**config.mk**
```make
export PLATFORM = sky130hd
export DESIGN_NAME = card_clk_div
export DESIGN_NICKNAME = d
export VERILOG_FILES = /design/src/rtl/card_clk_div.sv
export SDC_FILE = /design/constraint.sdc
export NUM_CORES = 1
export LEC_CHECK = 0
export ABC_AREA = 0
export BUFFER_PORTS_ARGS = -buffer_cell sky130_fd_sc_hd__buf_2
export CAP_MARGIN = 15
export CORE_UTILIZATION = 40
export CTS_CLUSTER_DIAMETER = 120
export CTS_CLUSTER_SIZE = 20
export DETAILED_ROUTE_END_ITERATION = 10
export PLACE_DENSITY = 0.58
export REMOVE_ABC_BUFFERS = 1
export SYNTH_ARGS = -nofsm -noshare
export SYNTH_HDL_FRONTEND = slang
export SYNTH_SLANG_ARGS = --single-unit
```
**constraint.sdc**
```tcl
create_clock -name clk -period 4.3 [get_ports clk]
set_input_delay 0.43 -clock clk [delete_from_list [all_inputs] [get_ports clk]]
set_output_delay 0.43 -clock clk [all_outputs]
set_load 0.01 [all_outputs]
```
**src/rtl/card_clk_div.sv**
```systemverilog
module card_clk_div #(
  parameter int CNT_W = 4
) (
  input  logic       clk,
  input  logic       rst_n,
  input  logic [1:0] ratio_sel,
  input  logic       run,
  output logic       card_clk
);
  localparam logic [CNT_W-1:0] PARKED = '1;
  localparam logic [CNT_W-1:0] ONE    = CNT_W'(1);

  logic [1:0]       sel_m, sel_s;
  logic [CNT_W-1:0] cnt, len;
  logic             phase_end;

  function automatic logic [CNT_W-1:0] level_len(input logic [1:0] s);
    case (s)
      2'b00:   level_len = CNT_W'(8);
      2'b01:   level_len = CNT_W'(4);
      2'b11:   level_len = CNT_W'(2);
      default: level_len = CNT_W'(1);
    endcase
  endfunction

  assign phase_end = (cnt >= len - ONE);

  always_ff @(posedge clk) begin
    if (!rst_n) begin
      sel_m    <= ratio_sel;
      sel_s    <= ratio_sel;
      len      <= level_len(ratio_sel);
      cnt      <= PARKED;
      card_clk <= 1'b0;
    end else begin
      sel_m <= ratio_sel;
      sel_s <= sel_m;
      if (card_clk) begin
        if (phase_end) begin
          card_clk <= 1'b0;
          cnt      <= '0;
        end else begin
          cnt <= cnt + ONE;
        end
      end else if (phase_end) begin
        len <= level_len(sel_s);
        if (run) begin
          card_clk <= 1'b1;
          cnt      <= '0;
        end else begin
          cnt <= PARKED;
        end
      end else begin
        cnt <= cnt + ONE;
      end
    end
  end
endmodule

```
### Word-level counts from Yosys, hierarchy flattened

Index checks and enable logic that the tools add are counted.

* flip-flop bits (word level): 13
* bits of input ports: 5
* output and inout port bits: 1
* logic and storage cells: 31

* $add $sub $neg: 2
* $lt $le $gt $ge: 1
* equal/unequal tests: 6
* muxes and demuxes: 14
* reduce and logical (&&, ||, !) cells: 3

Operators by type and width (number)
* 4-bit two-way mux: 7
* 4-bit case mux with 3 select lines: 2
* 4-bit by 1-bit adder with 4-bit output, second input constant: 1
* 2-bit by 1-bit equality test with 1-bit output, second input constant: 2
* 2-bit equality test, second input constant: 2
* 4-bit greater-or-equal comparator: 1
* 2-bit logical NOT: 2
* 1-bit two-way mux: 4
* 4-bit by 1-bit subtractor with 4-bit output, second input constant: 1
* 2-bit two-way mux: 1
* 2-bit by 1-bit != test with 1-bit output, second input constant: 1
* 2-bit != test, second input constant: 1
* 2-bit AND reduction: 1

### Longest topological paths before layout

Gate-level depths: netlist (run 1).

* depth after elaboration: 5
* gate-level depth with buffers: 9
* depth with buffers taken out: 8

### Worst setup path after synthesis (run 1)

Ideal clock, no wire load.

* path kind: reg2reg
* start point: reg len[2]
* end point: reg len[0] (enable)
* setup time: 0.335 ns
* arrival: 1.677 ns
* data required time: 3.965 ns
* slack: 2.288 ns
* stages on the path, launching flop included: 9
* path buffers: 1
* clock period less this slack: 2.012 ns
* cell sequence: edfxtp_1 nor3_1 xnor2_1 ha_1 o21a_1 nor2_1 or2_1 buf_6 o21ai_1

* word-level cells in the longest chain between the ends: 4

Ends and longest elaborated chain
* from (decl): line 14 `logic [CNT_W-1:0] cnt, len;`
* from (signal assigned): line 32 `len <= level_len(ratio_sel);`
* from (signal assigned): line 46 `len <= level_len(sel_s);`
* 4-bit by 1-bit subtractor with 4-bit output: line 26 `assign phase_end = (cnt >= len - ONE);`
* 4-bit greater-or-equal comparator: line 26
* 2-bit by 1-bit != test with 1-bit output (no source line)
* 2-bit AND reduction (no source line)

Every way passes these cells.
A chain may end at the register's enable or synchronous reset.

### Worst setup path in the final report (run 1)

* start point: reg len[0]
* end point: reg len[3] (enable)

The elaborated chain is that of the path after synthesis.

==> results of run 1 <==
[kinds of logic (layout without fill, tap and decap cells)]
logic type | count (synthesis) | after routing | share of synthesized area
multiplexers | 1 | 1 | 0.01563
AND/OR/NAND/NOR | 14 | 14 | 0.1211
XOR/XNOR | 3 | 3 | 0.04102
buffers and inverters | 8 | 15 | 0.05858
flip-flops | 13 | 13 | 0.4688
AO/OA/AOI/OAI | 15 | 15 | 0.1777
adder cells (fa/ha/maj) | 6 | 6 | 0.1172
[registers in the layout, summed over array words and instances, names as in the netlist]
register  cells
cnt           4
len           4
sel_m         2
card_clk      1
sel_s         2
[cell type report]
cell class | instances | area [µm²]
clock buffers | 4 | 26.28
fillers | 148 | 809.5
inverters | 6 | 22.52
multi-input cells | 39 | 302.8
flip-flops and latches | 13 | 300.3
well taps | 16 | 20.02
repair buffers | 5 | 25.02
[where the power goes]
| group | switching, mW | leakage (nW) | internal, mW | total [mW] |
|---|---|---|---|---|
| sequential | 0.0286 | 0.119 | 0.179 | 0.208 |
| combinational | 0.169 | 0.160 | 0.153 | 0.323 |
| clock | 0.0354 | 0.0150 | 0.0358 | 0.0713 |
| total | 0.233 | 0.294 | 0.368 | 0.602 |
[synth_stat cells]
cell / number / area (µm²)
nor3_1: 2 / 10.01
o21a_1: 1 / 7.510
a21oi_1: 2 / 10.01
o32ai_1: 2 / 17.52
nand3b_1: 1 / 7.510
nand2b_1: 2 / 12.51
xnor2_1: 3 / 26.28
edfxtp_1: 4 / 120.1
a2111oi_4: 1 / 27.53
dfxtp_1: 9 / 180.2
o21ai_0: 3 / 15.01
nor2_1: 1 / 3.750
nand3_1: 1 / 5.000
o22ai_1: 2 / 12.51
or2_1: 1 / 6.260
ha_1: 6 / 75.07
buf_6: 1 / 11.26
a31oi_1: 3 / 18.77
nand2b_4: 1 / 13.76
nand2_1: 5 / 18.77
inv_1: 6 / 22.52
clkbuf_1: 1 / 3.750
mux2i_1: 1 / 10.01
o21ai_1: 1 / 5.000
[metal layers]
metal  part of all wire  vias to the layer above  global-route usage  routed length [µm]
met5                  0                        -                   0                   0
met4              0.011                        0             0.09375                  10
met3              0.037                        2             0.01293                  34
met2               0.43                       14              0.1563                 389
met1               0.52                      188              0.1676                 474
li1                   -                      229                   -                   -
[critical path: cells and delay by family, from the launching register on]
family | cells | cell delay (ns)
compound gates | 2 | 0.48
fa+ha+maj | 2 | 0.43
flops | 1 | 0.36
simple gates | 2 | 0.34
xor+xnor | 1 | 0.15
buf+inv | 1 | 0.07
[through the flow]
stage	setup slack, ns	hold slack [ns]	instances	cell area [µm²]
2_1_floorplan	2.329	0.3911	58	625.6
3_3_place_gp	2.152	0.3974	79	670.6
3_5_place_dp	2.119	0.4059	79	670.6
4_1_cts	2.103	0.3017	83	696.9
5_1_grt	1.959	0.2977	83	696.9
6_report	2.134	0.3121	83	696.9
[how the worst max path moves through the flow]
stage | start | endpoint | slack [ns] | depth (start not counted)
floorplan | len[2] | len[0] | 2.33 | 7
global placement | len[0] | len[0] | 2.15 | 8
detailed placement | len[0] | len[0] | 2.12 | 8
CTS | len[0] | len[0] | 2.10 | 8
global route | len[0] | len[0] | 1.96 | 8
finish | len[0] | len[3] | 2.13 | 8
==> run summary, run 1 <==
status: finished clean
Core Box Area: 1506 µm²
CTS max path bufs: 2
Synth Instances: 60
most common cell after layout, fill and taps aside: dfxtp_1
placement row count: 14
slowest stage delay, CP: 0.36 ns
Final Power: 601.7 µW
detailed-route wire length: 908 µm
Final Hold Viols: 0
max-slew violation count: 0
Worst Hold Endpoint: sel_m[1]
chip height: 42.02 µm
cts hold-fix bufs: 0
vias in the first global route: 380
largest net degree at the start of global routing: 17
R2R Setup Slk: 2.13 ns
Clock Skew: 0.001829 ns
initial antenna violation count: 0
Post-Syn Area: 640.6 µm²
IO Port Bufs: 5
layout cells sized above 1: 0.1493
clock root buffer: clkbuf_4
Starting Density: 0.4252
Post-CTS Resized: 0
register area share after synthesis: 0.4688
Yosys reg bits: 13
ant diodes: 0
routed vias/inst: 5.217
Max VDD drop: 451.1 µV
most frequent CP cell: ha_1
Worst Path Required: 4.23 ns
maxcap violations: 0
CP endpoint kind: flip-flop
RSZ-0062 raised after global routing: false
Final setup viols: 0
LEAKAGE: 0.2940 nW
pwr dens: 863.3 nW/µm²
CTS tree: yes
wire length per cell: 10.94 µm
Post-CTS Setup Bufs: 0
most frequent cells in the layout: dfxtp_1 (9), inv_1 (6), ha_1 (6), nand2_1 (5), buf_2 (5)
Max stage delay cell, worst path: edfxtp_1
reg-to-reg critical path startpoint: len[0]
Final #Nets: 79
TritonCTS Buffers: 3
Hold Crit Start: ratio_sel[1]
max_slew headroom: 0.7269
clock latency on the worst-skew pair: 0.26 ns
Max Freq: 461.7 MHz
Clk pin slew, worst setup/hold paths: 0.07 ns
detailed router's first-iteration violation count: 16
Detail Route Antenna Nets: 0
total vias in the final route: 433
drt first pass iters: 4
maximum level of the CTS H-tree: 1
Hold Crit Class: in -> reg
DP Wirelength: 709.2 µm
Util after Layout: 0.4626
GP Congestion: 0.6955
GRT Residual Overflow: 0
Worst Tran Pin Value: 0.4066 ns
crit-path max FO: 6
Hold Path Cell Cnt: 1
Yosys warnings: 0
CP startpoint kind: flip-flop
Tmin final: 2.166 ns
crit-path cells: inv_1 -> ha_1 -> xnor2_1 -> ha_1 -> o21a_1 -> nor2_1 -> or2_1 -> o21ai_1
Final Cycle Share: 0.5037
Clock Sinks: 13
Area Growth Syn to Fin: 8.789%
first-pass GRT wire length: 1531 µm
Mean Syn Cell Area: 10.68 µm²
residual DRC count: 0
setup TNS: 0 ns
Synth cell types: 24
die area: 1766 µm²
Die X: 42.02 µm
Ports: 6
Crit Path Class: reg -> reg
reg2reg end: len[3]
WP data arrival: 2.10 ns
worst r2r path cells: 8
All-Layer GR Usage: 0.1166
Power figures use the tool's default switching activity.
==> inputs of run 2 (changes only) <==
==> constraint.sdc (replaced) <==
create_clock -name clk -period 2.1 [get_ports clk]
set_input_delay 0.21 -clock clk [delete_from_list [all_inputs] [get_ports clk]]
set_output_delay 0.21 -clock clk [all_outputs]
set_load 0.01 [all_outputs]
==> run 2 against run 1 <==
Compared with the run above: critical path depth unchanged; cell count up 1.2%; via count grew 0.46%; global-route usage up 0.98 points; count of clock-buffer cells in the layout unchanged; clock power rose by 100%; setup slack worse by 2.0 ns; die area stayed put.
==> run summary, run 2 (synthesis gave the netlist of run 1 again) <==
status: finished clean
worst r2r path cells: 8 (unchanged)
Top Registers: cnt (4), len (4)
area of the multi-input gates: 306.5 µm² (+1.2%)
LEAKAGE: 0.2997 nW (+1.9%)
max_slew headroom: 0.7108 (-0.01602)
first-pass GRT wire length: 1704 µm (+11%)
fillcell total: 150 (+1.4%)
Tmin final: 1.934 ns (-0.2317 ns)
CP startpoint kind: flip-flop
IO Port Bufs: 5 (unchanged)
Worst Path Buf+Inv: 1 (unchanged)
cts hold-fix bufs: 0 (unchanged)
clock latency on the worst-skew pair: 0.26 ns (about the same)
Clock Sinks: 13 (unchanged)
Final Hold Slack: 0.08202 ns (-0.2301 ns)
Final #Nets: 80 (+1.3%)
routed vias/inst: 5.179 (-0.73%)
residual DRC count: 0 (unchanged)
maxcap violations: 0 (unchanged)
ant diodes: 0 (unchanged)
Final setup viols: 0 (unchanged)
drt first pass iters: 4 (unchanged)
TritonCTS Buffers: 3 (unchanged)
pwr dens: 1812 nW/µm² (+110%)
placement row count: 14 (unchanged)
Starting Density: 0.4252 (unchanged)
Worst Hold Endpoint: sel_m[0]
detailed router's first-iteration violation count: 11 (-5)
R2R Setup Slk: 0.17 ns (-1.97 ns)
chip height: 42.02 µm (unchanged)
Hold Crit Start: ratio_sel[0]
most frequent CP cell: ha_1
Post-CTS Resized: 0 (unchanged)
CP delay by family, top: adder cells
GP Congestion: 0.7004 (+0.70%)
WP data arrival: 1.89 ns (-0.21 ns)
reg2reg end: len[3]
Area Growth Syn to Fin: 10.55%
most common cell after layout, fill and taps aside: dfxtp_1
CP endpoint kind: flip-flop
Clk pin slew, worst setup/hold paths: 0.07 ns (about the same)
Post-CTS Setup Bufs: 0 (unchanged)
layout cells sized above 1: 0.1765 (+0.02722)
Final Cycle Share: 0.9210 (+0.4173)
CTS max path bufs: 2 (unchanged)
total vias in the final route: 435 (+0.46%)
reg-to-reg critical path startpoint: len[0]
Detail Route Antenna Nets: 0 (unchanged)
placed instance count: 80 (+1.3%)
All-Layer GR Usage: 0.1265 (+0.009842)
Final Hold Viols: 0 (unchanged)
Hold Crit Class: in -> reg
initial antenna violation count: 0 (unchanged)
Clock Skew: 0.0003096 ns (-0.001519 ns)
GRT Residual Overflow: 0 (unchanged)
CTS tree: yes
vias in the first global route: 436 (+15%)
Ports: 6 (unchanged)
DP Wirelength: 710.9 µm (+0.24%)
register area: 300.3 µm² (unchanged)
Worst Tran Pin Value: 0.4304 ns (+0.02385 ns)
Die X: 42.02 µm (unchanged)
largest net degree at the start of global routing: 17 (unchanged)
Max VDD drop: 887.3 µV (+97%)
most frequent cells in the layout: dfxtp_1 (9), inv_1 (6), ha_1 (6), nand2_1 (5), buf_2 (5)
wire length per cell: 10.68 µm (-2.4%)
slowest stage delay, CP: 0.35 ns (about the same)
Layout Cells excl Fill: 84 (+1.2%)
Hold Path Cell Cnt: 1 (unchanged)
Core Box Area: 1506 µm² (unchanged)
max-slew violation count: 0 (unchanged)
detailed-route wire length: 897 µm (-1.2%)
Worst Path Required: 2.06 ns (-2.17 ns)
Crit Path Class: reg -> reg
Max stage delay cell, worst path: edfxtp_1
crit-path max FO: 4 (-2)
maximum level of the CTS H-tree: 1 (unchanged)
Max Freq: 517.1 MHz (+12%)
die area: 1766 µm² (unchanged)
crit-path cells: inv_1 -> ha_1 -> xnor2_1 -> ha_1 -> o21a_1 -> nor2_1 -> or2_1 -> o21ai_2
clock root buffer: clkbuf_4
-- run 2: stage by stage --
stage / power [mW] / cell area, µm² / TNS, ns / worst slack, ns / util
global placement: 1.134 / 678.2 / 0 / 0.04597 / 0.4502
detailed placement: 1.141 / 678.2 / 0 / 0.06497 / 0.4502
CTS: 1.292 / 704.4 / 0 / 0.04629 / 0.4676
floorplan: 0.9772 / 625.6 / 0 / 0.1289 / -
global route: 1.418 / 708.2 / -0.007857 / -0.002049 / 0.4701
finish: 1.283 / 708.2 / 0 / 0.1660 / 0.4701
-- run 2: layer usage --
metal,track usage,vias up,part of all wire
li1,-,231,-
met1,0.1765,189,0.52
met2,0.1906,11,0.43
met3,0.01293,4,0.032
met4,0.07500,0,0.018
met5,0,-,0
-- run 2: power by group --
group	total, mW	internal [mW]	switching, mW
combinational	0.711	0.363	0.348
clock	0.146	0.0734	0.0728
sequential	0.426	0.366	0.0593
-- run 2: how the worst max path moves through the flow --
stage / endpoint / from / slack, ns / cells after the start
after floorplan: len[0] / len[2] / 0.13 / 7
final: len[3] / len[0] / 0.17 / 8
after global placement: len[0] / len[0] / 0.05 / 8
after detailed placement: len[3] / len[0] / 0.06 / 8
after global routing: len[0] / len[2] / -0.002 / 7
after CTS: len[3] / len[0] / 0.05 / 8
-- run 2: cell type report --
cell class | count | area share
Multi-Input combinational cell | 39 | 0.4329
Timing Repair Buffer | 6 | 0.04594
Tap cell | 16 | 0.02827
Clock buffer | 4 | 0.03710
Inverter | 6 | 0.03180
Sequential cell | 13 | 0.4240
